$ cat config.mk
export PLATFORM = sky130hd
export DESIGN_NAME = etc_channel
export DESIGN_NICKNAME = d
export VERILOG_FILES = /design/src/rtl/etc_pkg.sv /design/src/rtl/etc_arm.sv /design/src/rtl/etc_detect.sv /design/src/rtl/etc_store.sv /design/src/rtl/etc_channel.sv
export SDC_FILE = /design/constraint.sdc
export NUM_CORES = 1
export LEC_CHECK = 0
export BUFFER_PORTS_ARGS = -buffer_cell sky130_fd_sc_hd__buf_2
export CAP_MARGIN = 20
export CELL_PAD_IN_SITES_DETAIL_PLACEMENT = 1
export CELL_PAD_IN_SITES_GLOBAL_PLACEMENT = 2
export CORE_MARGIN = 8
export CORE_UTILIZATION = 35
export CTS_BUF_LIST = sky130_fd_sc_hd__clkbuf_16
export DETAILED_ROUTE_END_ITERATION = 7
export PLACE_DENSITY_LB_ADDON = 0.25
export SYNTH_ARGS = -nofsm -noshare
export SYNTH_HDL_FRONTEND = slang
export SYNTH_HIERARCHICAL = 1
export SYNTH_SLANG_ARGS = --single-unit
$ cat constraint.sdc
create_clock -name clk -period 9.75 [get_ports clk]
set_input_delay 0.975 -clock clk [delete_from_list [all_inputs] [get_ports clk]]
set_output_delay 0.975 -clock clk [all_outputs]
set_load 0.005 [all_outputs]
$ cat src/rtl/etc_pkg.sv
package etc_pkg;

  // Source of the next comparator value
  typedef enum logic [1:0] {
    CMP_HOLD  = 2'd0,
    CMP_WRITE = 2'd1,
    CMP_STEP  = 2'd2
  } cmp_src_e;

  // Channel operating mode as seen by the storage logic
  typedef struct packed {
    logic periodic;
    logic narrow;
  } chan_mode_t;

endpackage

$ cat src/rtl/etc_arm.sv
// Edge detection on the channel enable and the armed state.
module etc_arm (
  input  logic clk,
  input  logic rst,
  input  logic glb_en_i,
  input  logic ch_en_i,
  output logic live_o
);
  logic en_d;
  logic armed_q;
  logic en_rise;
  logic en_fall;

  assign en_rise = ch_en_i & ~en_d;
  assign en_fall = en_d & ~ch_en_i;

  always_ff @(posedge clk) begin
    if (rst) begin
      en_d    <= 1'b0;
      armed_q <= 1'b0;
    end else begin
      en_d <= ch_en_i;
      if (en_fall)
        armed_q <= 1'b0;
      else if (en_rise && glb_en_i)
        armed_q <= 1'b1;
    end
  end

  // A channel acts only while armed, globally enabled and not disarming now
  assign live_o = armed_q & glb_en_i & ~en_fall;

endmodule

$ cat src/rtl/etc_detect.sv
// Match, lag and low-half wrap detection.
module etc_detect #(
  parameter int CNT_W = 64
) (
  input  logic             clk,
  input  logic             rst,
  input  logic [CNT_W-1:0] cnt_i,
  input  logic [CNT_W-1:0] cmp_i,
  input  logic             periodic_i,
  input  logic             narrow_i,
  input  logic             live_i,
  output logic             hit_o,
  output logic             wrap_o,
  output logic             behind_o
);
  localparam int HALF_W = CNT_W / 2;

  logic              low_full_q;
  logic [CNT_W-1:0]  diff_w;
  logic [HALF_W-1:0] diff_n;
  logic              eq_w;
  logic              eq_n;
  logic              lag_w;
  logic              lag_n;

  assign diff_w = cnt_i - cmp_i;
  assign diff_n = cnt_i[HALF_W-1:0] - cmp_i[HALF_W-1:0];
  assign eq_w   = (cnt_i == cmp_i);
  assign eq_n   = (cnt_i[HALF_W-1:0] == cmp_i[HALF_W-1:0]);
  assign lag_w  = ($signed(diff_w) > 0);
  assign lag_n  = ($signed(diff_n) > 0);

  // Remembers whether the previous sample had an all-ones low half
  always_ff @(posedge clk) begin
    if (rst)
      low_full_q <= 1'b0;
    else
      low_full_q <= &cnt_i[HALF_W-1:0];
  end

  assign hit_o    = live_i & (narrow_i ? eq_n : eq_w);
  assign behind_o = live_i & (narrow_i ? lag_n : lag_w);
  assign wrap_o   = live_i & narrow_i & ~periodic_i & low_full_q &
                    (cnt_i[HALF_W-1:0] == '0);

endmodule

$ cat src/rtl/etc_store.sv
// Comparator, period and set-value registers.
module etc_store
  import etc_pkg::*;
#(
  parameter int CNT_W = 64
) (
  input  logic                  clk,
  input  logic                  rst,
  input  chan_mode_t            mode_i,
  input  logic                  lo_we_i,
  input  logic                  hi_we_i,
  input  logic [CNT_W/2-1:0]    wdata_i,
  input  logic                  setval_set_i,
  input  logic                  step_i,
  output logic [CNT_W-1:0]      cmp_o,
  output logic [CNT_W-1:0]      per_o,
  output logic                  setval_o
);
  localparam int HALF_W = CNT_W / 2;

  logic [CNT_W-1:0]  cmp_q, cmp_n, cmp_w;
  logic [CNT_W-1:0]  per_q, per_n;
  logic              sv_q, sv_n;
  logic              direct;
  logic [HALF_W-1:0] wdata_top0;
  cmp_src_e          src;

  assign direct     = ~mode_i.periodic | sv_q;
  assign wdata_top0 = {1'b0, wdata_i[HALF_W-2:0]};

  // Choose what the comparator takes next
  always_comb begin
    if ((lo_we_i | hi_we_i) && direct)
      src = CMP_WRITE;
    else if (step_i)
      src = CMP_STEP;
    else
      src = CMP_HOLD;
  end

  always_comb begin
    cmp_w = cmp_q;
    if (lo_we_i) cmp_w[HALF_W-1:0]     = wdata_i;
    if (hi_we_i) cmp_w[CNT_W-1:HALF_W] = wdata_i;

    unique case (src)
      CMP_WRITE: cmp_n = cmp_w;
      CMP_STEP:  cmp_n = cmp_q + per_q;
      default:   cmp_n = cmp_q;
    endcase

    per_n = per_q;
    if (mode_i.periodic && lo_we_i)
      per_n[HALF_W-1:0] = mode_i.narrow ? wdata_top0 : wdata_i;
    if (mode_i.periodic && hi_we_i && !sv_q)
      per_n[CNT_W-1:HALF_W] = wdata_top0;

    if (setval_set_i)
      sv_n = 1'b1;
    else if (lo_we_i | hi_we_i)
      sv_n = 1'b0;
    else
      sv_n = sv_q;

    if (mode_i.narrow) begin
      cmp_n[CNT_W-1:HALF_W] = '0;
      per_n[CNT_W-1:HALF_W] = '0;
    end
  end

  always_ff @(posedge clk) begin
    if (rst) begin
      cmp_q <= '1;
      per_q <= '0;
      sv_q  <= 1'b0;
    end else begin
      cmp_q <= cmp_n;
      per_q <= per_n;
      sv_q  <= sv_n;
    end
  end

  assign cmp_o    = cmp_q;
  assign per_o    = per_q;
  assign setval_o = sv_q;

endmodule

$ cat src/rtl/etc_channel.sv
// Top of one event timer comparator channel.
module etc_channel
  import etc_pkg::*;
#(
  parameter int CNT_W = 64
) (
  input  logic                clk,
  input  logic                rst,
  input  logic [CNT_W-1:0]    cnt_i,
  input  logic                glb_en_i,
  input  logic                ch_en_i,
  input  logic                periodic_i,
  input  logic                narrow_i,
  input  logic                setval_set_i,
  input  logic                cmp_lo_we_i,
  input  logic                cmp_hi_we_i,
  input  logic [CNT_W/2-1:0]  wdata_i,
  output logic                fire_o,
  output logic [CNT_W-1:0]    cmp_o,
  output logic [CNT_W-1:0]    period_o,
  output logic                setval_o
);
  logic       live;
  logic       hit;
  logic       wrap;
  logic       behind;
  logic       step;
  logic       fire_q;
  chan_mode_t mode;

  assign mode.periodic = periodic_i;
  assign mode.narrow   = narrow_i;

  etc_arm u_arm (
    .clk      (clk),
    .rst      (rst),
    .glb_en_i (glb_en_i),
    .ch_en_i  (ch_en_i),
    .live_o   (live)
  );

  etc_detect #(.CNT_W(CNT_W)) u_det (
    .clk        (clk),
    .rst        (rst),
    .cnt_i      (cnt_i),
    .cmp_i      (cmp_o),
    .periodic_i (periodic_i),
    .narrow_i   (narrow_i),
    .live_i     (live),
    .hit_o      (hit),
    .wrap_o     (wrap),
    .behind_o   (behind)
  );

  // Periodic advance on a match or while the comparator lags
  assign step = periodic_i & (period_o != '0) & (hit | behind);

  etc_store #(.CNT_W(CNT_W)) u_store (
    .clk          (clk),
    .rst          (rst),
    .mode_i       (mode),
    .lo_we_i      (cmp_lo_we_i),
    .hi_we_i      (cmp_hi_we_i),
    .wdata_i      (wdata_i),
    .setval_set_i (setval_set_i),
    .step_i       (step),
    .cmp_o        (cmp_o),
    .per_o        (period_o),
    .setval_o     (setval_o)
  );

  always_ff @(posedge clk) begin
    if (rst)
      fire_q <= 1'b0;
    else
      fire_q <= hit | wrap;
  end

  assign fire_o = fire_q;

endmodule

After elaboration in Yosys (flattened, before gate mapping)
Index checks and enable logic that the tools add are counted.

Flip-flop bits (word level): 132. Latch bits: 0. RAM bits: 0. Bits in read-only memories: 0. Output and inout bits: 130. Logic and storage cells: 67. Memories: 0.

Add/sub/neg operators: 3. Multipliers: 0. Div/mod/pow operators: 0. Order comparisons: 2. Eq/ne operators: 6. Shift-type cells: 0. Mux-type cells: 11. Bitwise gates (word level): 20. Reductions and logical operators: 16.

Operators by type and width (number): 32-bit 2-to-1 mux (4); 64-bit one-hot mux with 2 select lines (1); 64-bit by 63-bit adder with 64-bit output (1); 64-bit equality test (1); 64-bit by 1-bit greater-than comparator with 1-bit output, second input constant (1); 64-bit nonzero test (1); 64-bit subtractor (1); 32-bit equality test (1); 32-bit by 1-bit greater-than comparator with 1-bit output, second input constant (1); 32-bit zero test (1); 32-bit AND reduction (1); 32-bit subtractor (1); 1-bit bitwise AND (12); 1-bit logical AND (5); 1-bit 2-to-1 mux (4); 2-bit 2-to-1 mux (2); 1-bit inverter (4); 1-bit bitwise OR (4); 2-bit AND reduction (2); 2-bit nonzero test (2); 2-bit OR reduction (2); 3-bit != test, second input constant (1); 3-bit nonzero test (1); 2-bit by 1-bit equality test with 1-bit output, second input constant (1); 3 further kinds (3).

Depth between registers and ports, before layout
Gate-level depths: netlist (run 1).

Depth after elaboration: 12. Gate-level depth with buffers: 24.

Modules after synthesis
The synthesis (run 1) kept the hierarchy.

Modules (own cells, without submodules): etc_store (instances 1, cells each 1106, area an instance 8496.9 um2); etc_detect (instances 1, cells each 786, area an instance 4973.5 um2); etc_channel (instances 1, cells each 26, area an instance 173.9 um2); etc_arm (instances 1, cells each 8, area an instance 86.3 um2).

Worst setup path after synthesis (run 1)
Ideal clock, no wire load.

Path kind: input to register. From: input cnt_i[13]. To: register u_store.cmp_q[53] (netlist: u_store/cmp_o[53]). Setup time: 131 ps. Arrival: 5376 ps. Required time: 9619 ps. Setup slack: 4243 ps. Cell stages on the path: 21. Path buffers: 3. Cells stage by stage: ha_1 -> clkbuf_1 -> nand4_1 -> or3_1 -> a21oi_1 -> nor3_1 -> o221a_2 -> or4_1 -> mux2i_1 -> nor4_2 -> nand4_1 -> nor4_2 -> a21oi_1 -> o21ai_0 -> nor2_1 -> a221oi_1 -> nor3_1 -> clkbuf_1 -> clkbuf_1 -> a221oi_1 -> o31ai_1.

Cells in the longest elaborated chain, start to end: 11.

Ends and longest elaborated chain: start: declaration (RTL line etc_channel.sv:9) `input logic [CNT_W-1:0] cnt_i,`; 64-bit subtractor or 32-bit subtractor (tied branches) (RTL line etc_detect.sv:26, etc_detect.sv:27); 64-bit by 1-bit greater-than comparator with 1-bit output or 32-bit by 1-bit greater-than comparator with 1-bit output (tied branches) (RTL line etc_detect.sv:30, etc_detect.sv:31); 1-bit 2-to-1 mux * (RTL line etc_detect.sv:42) `assign behind_o = live_i & (narrow_i ? lag_n : lag_w);`; 1-bit bitwise AND * (RTL line etc_detect.sv:42); named net behind (RTL line etc_channel.sv:26) `logic behind;`; 1-bit bitwise OR * (RTL line etc_channel.sv:56) `assign step = periodic_i & (period_o != '0) & (hit | behind);`; 1-bit bitwise AND * (RTL line etc_channel.sv:56); named net step (RTL line etc_channel.sv:27) `logic step;`; 2-bit 2-to-1 mux * (RTL line etc_store.sv:35) `else if (step_i)`; 2-bit 2-to-1 mux * (RTL line etc_store.sv:33) `if ((lo_we_i | hi_we_i) && direct)`; 2-bit equality test or 2-bit by 1-bit equality test with 1-bit output (tied branches) (RTL line etc_store.sv:46) `unique case (src)`; 64-bit one-hot mux with 2 select lines, or another cell as far along (RTL line etc_store.sv:46); 32-bit 2-to-1 mux or 2-bit AND reduction (tied branches); end signal: assignment (RTL line etc_store.sv:77) `cmp_q <= cmp_n;`; end: declaration (RTL line etc_store.sv:21) `logic [CNT_W-1:0] cmp_q, cmp_n, cmp_w;`.

Mark *: on every way through the listed nets, which the timed path passes. The rest lies on a longest branch. A chain may end at the register's enable or synchronous reset.

Final worst setup path (run 1)
From: input cnt_i[12]. To: register u_store.cmp_q[62] (netlist: u_store/cmp_o[62]).

The elaborated chain is that of the path after synthesis.

==> results of run 1 <==
routing by layer:
layer | track usage [%] | vias up
met5 | 0 | -
li1 | - | 7427
met4 | 9.392 | 2
met1 | 37.33 | 7965
met3 | 3.949 | 87
met2 | 45.97 | 505
synth_stat cells (all sizes together), types with 15 or more instances:
| cell | number | area share [%] |
|---|---|---|
| nand2b | 17 | 0.77 |
| o21bai | 22 | 1.4 |
| ha | 126 | 11 |
| nor2 | 114 | 3.2 |
| nor3 | 42 | 1.5 |
| xnor2 | 48 | 3.1 |
| a21oi | 239 | 8.9 |
| nand3 | 41 | 1.5 |
| o21ai | 144 | 5.4 |
| and2 | 15 | 0.68 |
| nand2 | 269 | 7.4 |
| nor4 | 38 | 2.1 |
| a21o | 55 | 3.1 |
| nand4 | 75 | 3.4 |
| a211oi | 18 | 1.1 |
| buf | 28 | 1.2 |
| a221oi | 66 | 4.3 |
| inv | 98 | 2.7 |
| clkbuf | 91 | 2.5 |
| dfxtp | 132 | 19 |
| xor2 | 40 | 2.6 |
| o21a | 29 | 1.6 |
kinds of logic after synthesis:
group                      after synthesis
AOI/OAI and AO/OA                      680
xor gates and xnor gates                88
adders and majority gates              127
buffers and inverters                  217
DFF                                    132
muxes                                   13
other                                    1
and+or+nand+nor                        668
metrics by stage:
step                utilization (%)  cell area, µm²  hold slack, ns  std cells  power, µW
finish                        40.65           15710          0.4813       2604       2201
detailed placement            39.25           15170          0.4709       2571       1569
global route                  40.65           15710          0.5096       2603       2317
CTS                           40.65           15710          0.4889       2603       2197
floorplan                         -           13730          0.4403       1926       1241
global placement              39.25           15170          0.4507       2571       1561
flip-flops by register name, summed over array words and instances, names as in the netlist:
register and flops:
u_store/cmp_o 64, u_store/per_o 63, fire_o 1, u_arm/armed_q 1
u_arm/en_d 1, u_det/low_full_q 1, u_store/setval_o 1
report_power, final:
| part | switching (µW) | internal, µW |
|---|---|---|
| clock network | 276 | 347 |
| logic | 614 | 332 |
| registers | 59.4 | 573 |
| total | 949 | 1250 |
layout make-up:
type                            instances  area, µm²
Timing Repair Buffer                  246       1266
Antenna cell                            1      2.502
Inverter                               98      367.9
Fill cell                            4946      22940
Multi-Input combinational cell       1577      10240
Tap cell                              518      648.1
Sequential cell                       132       2643
Clock buffer                           17      425.4
Clock inverter                         15      116.4
worst paths after layout:
path                                      start                             end  slack [ns]  depth (start not counted)
setup reg to reg  u_store/cmp_o[1]$_SDFFE_PP1P_  u_store/cmp_o[62]$_SDFFE_PP1P_        3.03                         24
setup / recovery                      cnt_i[12]  u_store/cmp_o[62]$_SDFFE_PP1P_        2.90                         23
hold / removal       u_arm/armed_q$_SDFFE_PP0P_      u_arm/armed_q$_SDFFE_PP0P_        0.48                          1
hold reg to reg      u_arm/armed_q$_SDFFE_PP0P_      u_arm/armed_q$_SDFFE_PP0P_        0.48                          1
worst max-delay path: stages:
cell and delay [ns]:
buf_2 0.13, ha_1 0.44, a21oi_1 0.50, o21ai_0 0.36, o311ai_4 0.45, a31oi_4 0.17, a311oi_1 0.55, o211ai_1 0.18
a41oi_1 0.38, mux2i_1 0.22, nand2_1 0.10, nor4_2 0.27, a21oi_1 0.09, o21ai_0 0.25, nor2_1 0.16, a221oi_4 0.27
buf_4 0.43, nor3_2 0.07, buf_4 0.28, a221oi_1 0.45, o211ai_1 0.16, mux2i_1 0.20, a21oi_1 0.06
cells in the final DEF (no fill, tap or decap), drive strengths merged, types with 42 or more instances in the layout:
cell type,netlist,final
nand2,269,269
a221oi,66,66
dfxtp,132,132
o21ai,144,144
xnor2,48,48
ha,126,126
buf,28,246
a21oi,239,239
nor2,114,114
inv,98,101
a21o,55,55
nand4,75,75
nor3,42,42
==> metrics, run 1 <==
CTS H-tree lvls=4; total gr overflow=0; largest family of logic cells by synthesized area=compound AO/OA/AOI/OAI gates; routed length per placed instance=25.91 µm; Slew HR=36.02%; vias in the first global route=15,870; dpl hpwl=54,900 µm; Hold Path Class=register to register; Max rail drop VDD=0.09364 mV; RD Place Congestion=0.9705; Post-Route Skew=0.01380 ns; Post-synth top flop=dfxtp_1; Final Max Slew Viols=0; RSZ-0062 raised after global routing=no; Leak=0.007016 µW; met1 WL=30,110 µm; Crit path required time=10.07 ns; num rows=72; Synth Warn #=6; worst endpoint data arrival time=7.17 ns; Total GRT Usage=28.03%; Netlist cell types=93; simple-gate share of the synthesized area=23.59%; clk slew on worst S/H paths=0.06 ns; Root Buffer=clkbuf_16; TritonCTS Buffers=17; post-route setup TNS=0 ns; Synth Area per Inst=7.129 µm²; asr flop ratio synth=0%; crit end category=register; DR vias=15,990; Clock Tree Buf Depth=2; Layout area overhead=14.42%; overall routed net length=67,480 µm; Syn Inst Count=1,926; post-synth net total=2,158; Synth Area in XOR/XNOR=5.613%; I/O Buffers=233; pwr dens=140.1 mW/mm²; die area=0.04582 mm²; WS Path Type=input port to register; chip height=214.1 µm; complex-gate fraction of the synthesized area=32.55%; post-cts resize count=0; Worst Tran Pin Value=0.9596 ns; Vias per Instance=6.139; Chip Width=214.1 µm; Initial Util=35.53%; metal2 WL=31,410 µm; core footprint=0.03865 mm²; fin worst setup slack=2.895 ns; initial antenna violation count=3; Ports=235; DR WL met3=3722 µm; cts hold-fix bufs=0; fin crit period=6.855 ns; DRT iter0 DRCs=1,146; share of cells above drive strength 1=15.49%; DRC=0; Top Layer Used=met5; post-synthesis register bit count=132; dpl ws=2.569 ns; Post-synth EDFFs=0; CTS tree=done; Skew-Pair Late Insertion Delay=0.45 ns; run status=finished clean; post-synthesis mux area share=0.9750%; nets@finish=2,304; CTS Sinks=132; Seq/Total Area, Yosys=19.25%; Post-DRT Antenna Nets=0; Synth Cell Area=0.01373 mm²; maximum clock rate=145.9 MHz; Post-Synth Adder-Cell Area=11.63%; largest net degree at the start of global routing=79; first-pass GRT wire length=100,900 µm; critical-path maximum fanout=33; Final setup viols=0; Pre-antenna DRT Iters=5; post-CTS setup buffer count=0; Final Hold Fails=0; Max-Cap Viols=0; Tcrit/Tclk final=70.30%; CP startpoint kind=input port
Note: power is estimated with default switching activity, not from simulation.
==> run 2: changes to the inputs <==
- CORE_UTILIZATION: 35 -> 29
- clock period: 9.75 -> 6.3 ns (I/O delays scaled with it)
==> run 2 against run 1 <==
Effect of this change:
- routed wire length rose by 7.5%
- sequential power rose by 53%
- first-iteration DRC count rose by 0.52%
- largest cell class unchanged
- clock power rose by 86%
- power rose by 66%
- critical endpoint unchanged
==> metrics, run 2 (synthesized netlist as in run 1, its figures left out) <==
dpl hpwl=59,580 µm (+8.5%); initial antenna violation count=2 (-1); most common cell after layout, fill and taps aside=nand2_1; maximum clock rate=168.3 MHz; largest net degree at the start of global routing=75 (-5.1%); chip height=233.6 µm (+9.1%); clk slew on worst S/H paths=0.08 ns (+0.02 ns); Initial Util=29.43% (-6.1 points); overall routed net length=72,560 µm (+7.5%); post-CTS setup buffer count=0 (unchanged); die area=0.05457 mm² (+19%); Layout area overhead=18.36%; fin crit period=5.943 ns; Clock Tree Buf Depth=2 (unchanged); Buf/Inv on CP=3 (unchanged); RD Place Congestion=0.9279 (-4.4%); Root Buffer=clkbuf_16; DR vias=16,040 (+0.34%); DRC=0 (unchanged); TritonCTS Buffers=17 (unchanged); Critical-path top delay cell=or4_4; Chip Width=233.6 µm (+9.1%); routed length per placed instance=26.55 µm (+2.5%); Ports=235 (unchanged); share of cells above drive strength 1=17.27% (+1.8 points); worst endpoint data arrival time=6.30 ns (-0.87 ns); core footprint=0.04665 mm² (+21%); max FFs per register=64 (unchanged); commonest cells after routing, fill and taps aside=266 x nand2_1, 235 x a21oi_1, 232 x buf_2, 132 x dfxtp_1, 128 x o21ai_0; pwr dens=225.1 mW/mm² (+61%); CP peak stage delay=0.56 ns (about the same); Slew HR=41.12% (+5.1 points); Crit path required time=6.66 ns (-3.41 ns); Hold Path Class=input port to register; most used cell, CP=nand4_1; RSZ-0062 raised after global routing=no; Worst Tran Pin Value=0.8832 ns (-0.07643 ns); Final setup viols=0 (unchanged); Final Hold Fails=0 (unchanged); WS Path Type=register to register; CP delay by family, top=compound AO/OA/AOI/OAI gates; critical-path maximum fanout=9 (-73%); total gr overflow=0 (unchanged); Skew-Pair Late Insertion Delay=0.48 ns (+0.03 ns); FILL cells=5,913 (+20%); nets@finish=2,344 (+1.7%); CTS Sinks=132 (unchanged); DRT iter0 DRCs=1,152 (+0.52%); post-layout util=34.83% (-5.8 points); run status=finished clean; I/O Buffers=233 (unchanged); vias in the first global route=16,500 (+4.0%); CP startpoint kind=register; Final Max Slew Viols=0 (unchanged); Final Non-Filler Cells=2,733 (+5.0%); first-pass GRT wire length=107,200 µm (+6.3%); placed inst area=0.01560 mm² (+2.9%); post-route setup TNS=0 ns (unchanged); Pre-antenna DRT Iters=5 (unchanged); Leak=0.007273 µW (+3.7%); CTS H-tree lvls=4 (unchanged); Max rail drop VDD=0.2233 mV (+140%); Post-Route Skew=0.02186 ns (+0.008059 ns); Post-DRT Antenna Nets=0 (unchanged); Max-Cap Viols=0 (unchanged); num rows=79 (+9.7%); Post-Layout Inst Area=0.01625 mm² (+3.4%); Vias per Instance=5.869 (-4.4%); Tcrit/Tclk final=94.34%; Total GRT Usage=26.08% (-2.0 points); cts hold-fix bufs=0 (unchanged); crit path cell chain=inv_1 > ha_1 > nand4_1 > or4_4 > a21oi_4 > o31ai_1 > nand2b_1 > xor2_1 > a2111oi_0 > nand4_1 > nor4_1 > buf_4 > nand4_1 > nor4_2 > a21oi_1 > o21ai_0 > nor2_1 > a221oi_4 > nor3_2 > buf_4 > a221oi_1 > o211ai_1 > mux2i_1 > a21oi_1; CTS tree=done; placed insts=2,700 (+5.0%); crit end category=register
-- run 2: cell types whose count changed in the layout (fill, tap and decap cells not counted) --
cell / delta
clkinv_1: -4
buf_12: +2
clkinvlp_4: -1
bufinv_16: +4
a311oi_1: -1
inv_1: +1
clkinv_2: +1
buf_4: +38
inv_6: -1
a311oi_2: +1
-- run 2: final cells by class --
| cell class | count | area, µm² | share of cell area, % |
|---|---|---|---|
| Multi-Input combinational cell | 1577 | 10250 | 63.06 |
| Sequential cell | 132 | 2643 | 16.26 |
| Timing Repair Buffer | 286 | 1592 | 9.793 |
| Tap cell | 607 | 759.5 | 4.673 |
| Clock buffer | 17 | 425.4 | 2.618 |
| Inverter | 98 | 367.9 | 2.263 |
| Clock inverter | 15 | 214.0 | 1.317 |
| Antenna cell | 1 | 2.502 | 0.01540 |
-- run 2: metrics by stage --
step	total power [µW]	hold WS [ns]	worst slack, ns
after CTS	3657	0.3823	0.4748
after detailed placement	2485	0.4718	0.2660
final	3658	0.4108	0.3566
after global routing	3844	0.4045	0.01616
after floorplan	1921	0.4403	1.138
after global placement	2478	0.4511	0.2294
-- run 2: worst paths after layout --
check | slack, ns | cells past startpoint | endpoint | start
max | 0.36 | 24 | u_store/cmp_o[62]$_SDFFE_PP1P_ | u_store/cmp_o[10]$_SDFFE_PP1P_
min | 0.41 | 2 | u_arm/en_d$_SDFF_PP0_ | ch_en_i
max reg2reg | 0.36 | 24 | u_store/cmp_o[62]$_SDFFE_PP1P_ | u_store/cmp_o[10]$_SDFFE_PP1P_
min reg2reg | 0.49 | 1 | u_arm/armed_q$_SDFFE_PP0P_ | u_arm/armed_q$_SDFFE_PP0P_
-- run 2: timing repair --
action | in CTS | in global routing
resized for setup | 0 | 1
endpoints found under the hold margin | 0 | 0
endpoints found under the setup margin | 0 | 1
-- run 2: power breakdown --
group          internal [µW]  switching [µW]
Clock                    699             462
Sequential               887            82.2
Combinational            542             987
Total                   2130            1530
-- run 2: per-layer routing --
metal	share of wire (%)	vias up	global-route usage, %	routed length (µm)
li1	-	7498	-	-
met1	46	7992	34.76	33410
met2	46	457	42.24	33200
met3	4.5	94	3.276	3267
met4	3.7	0	10.46	2684
met5	0	-	0	0
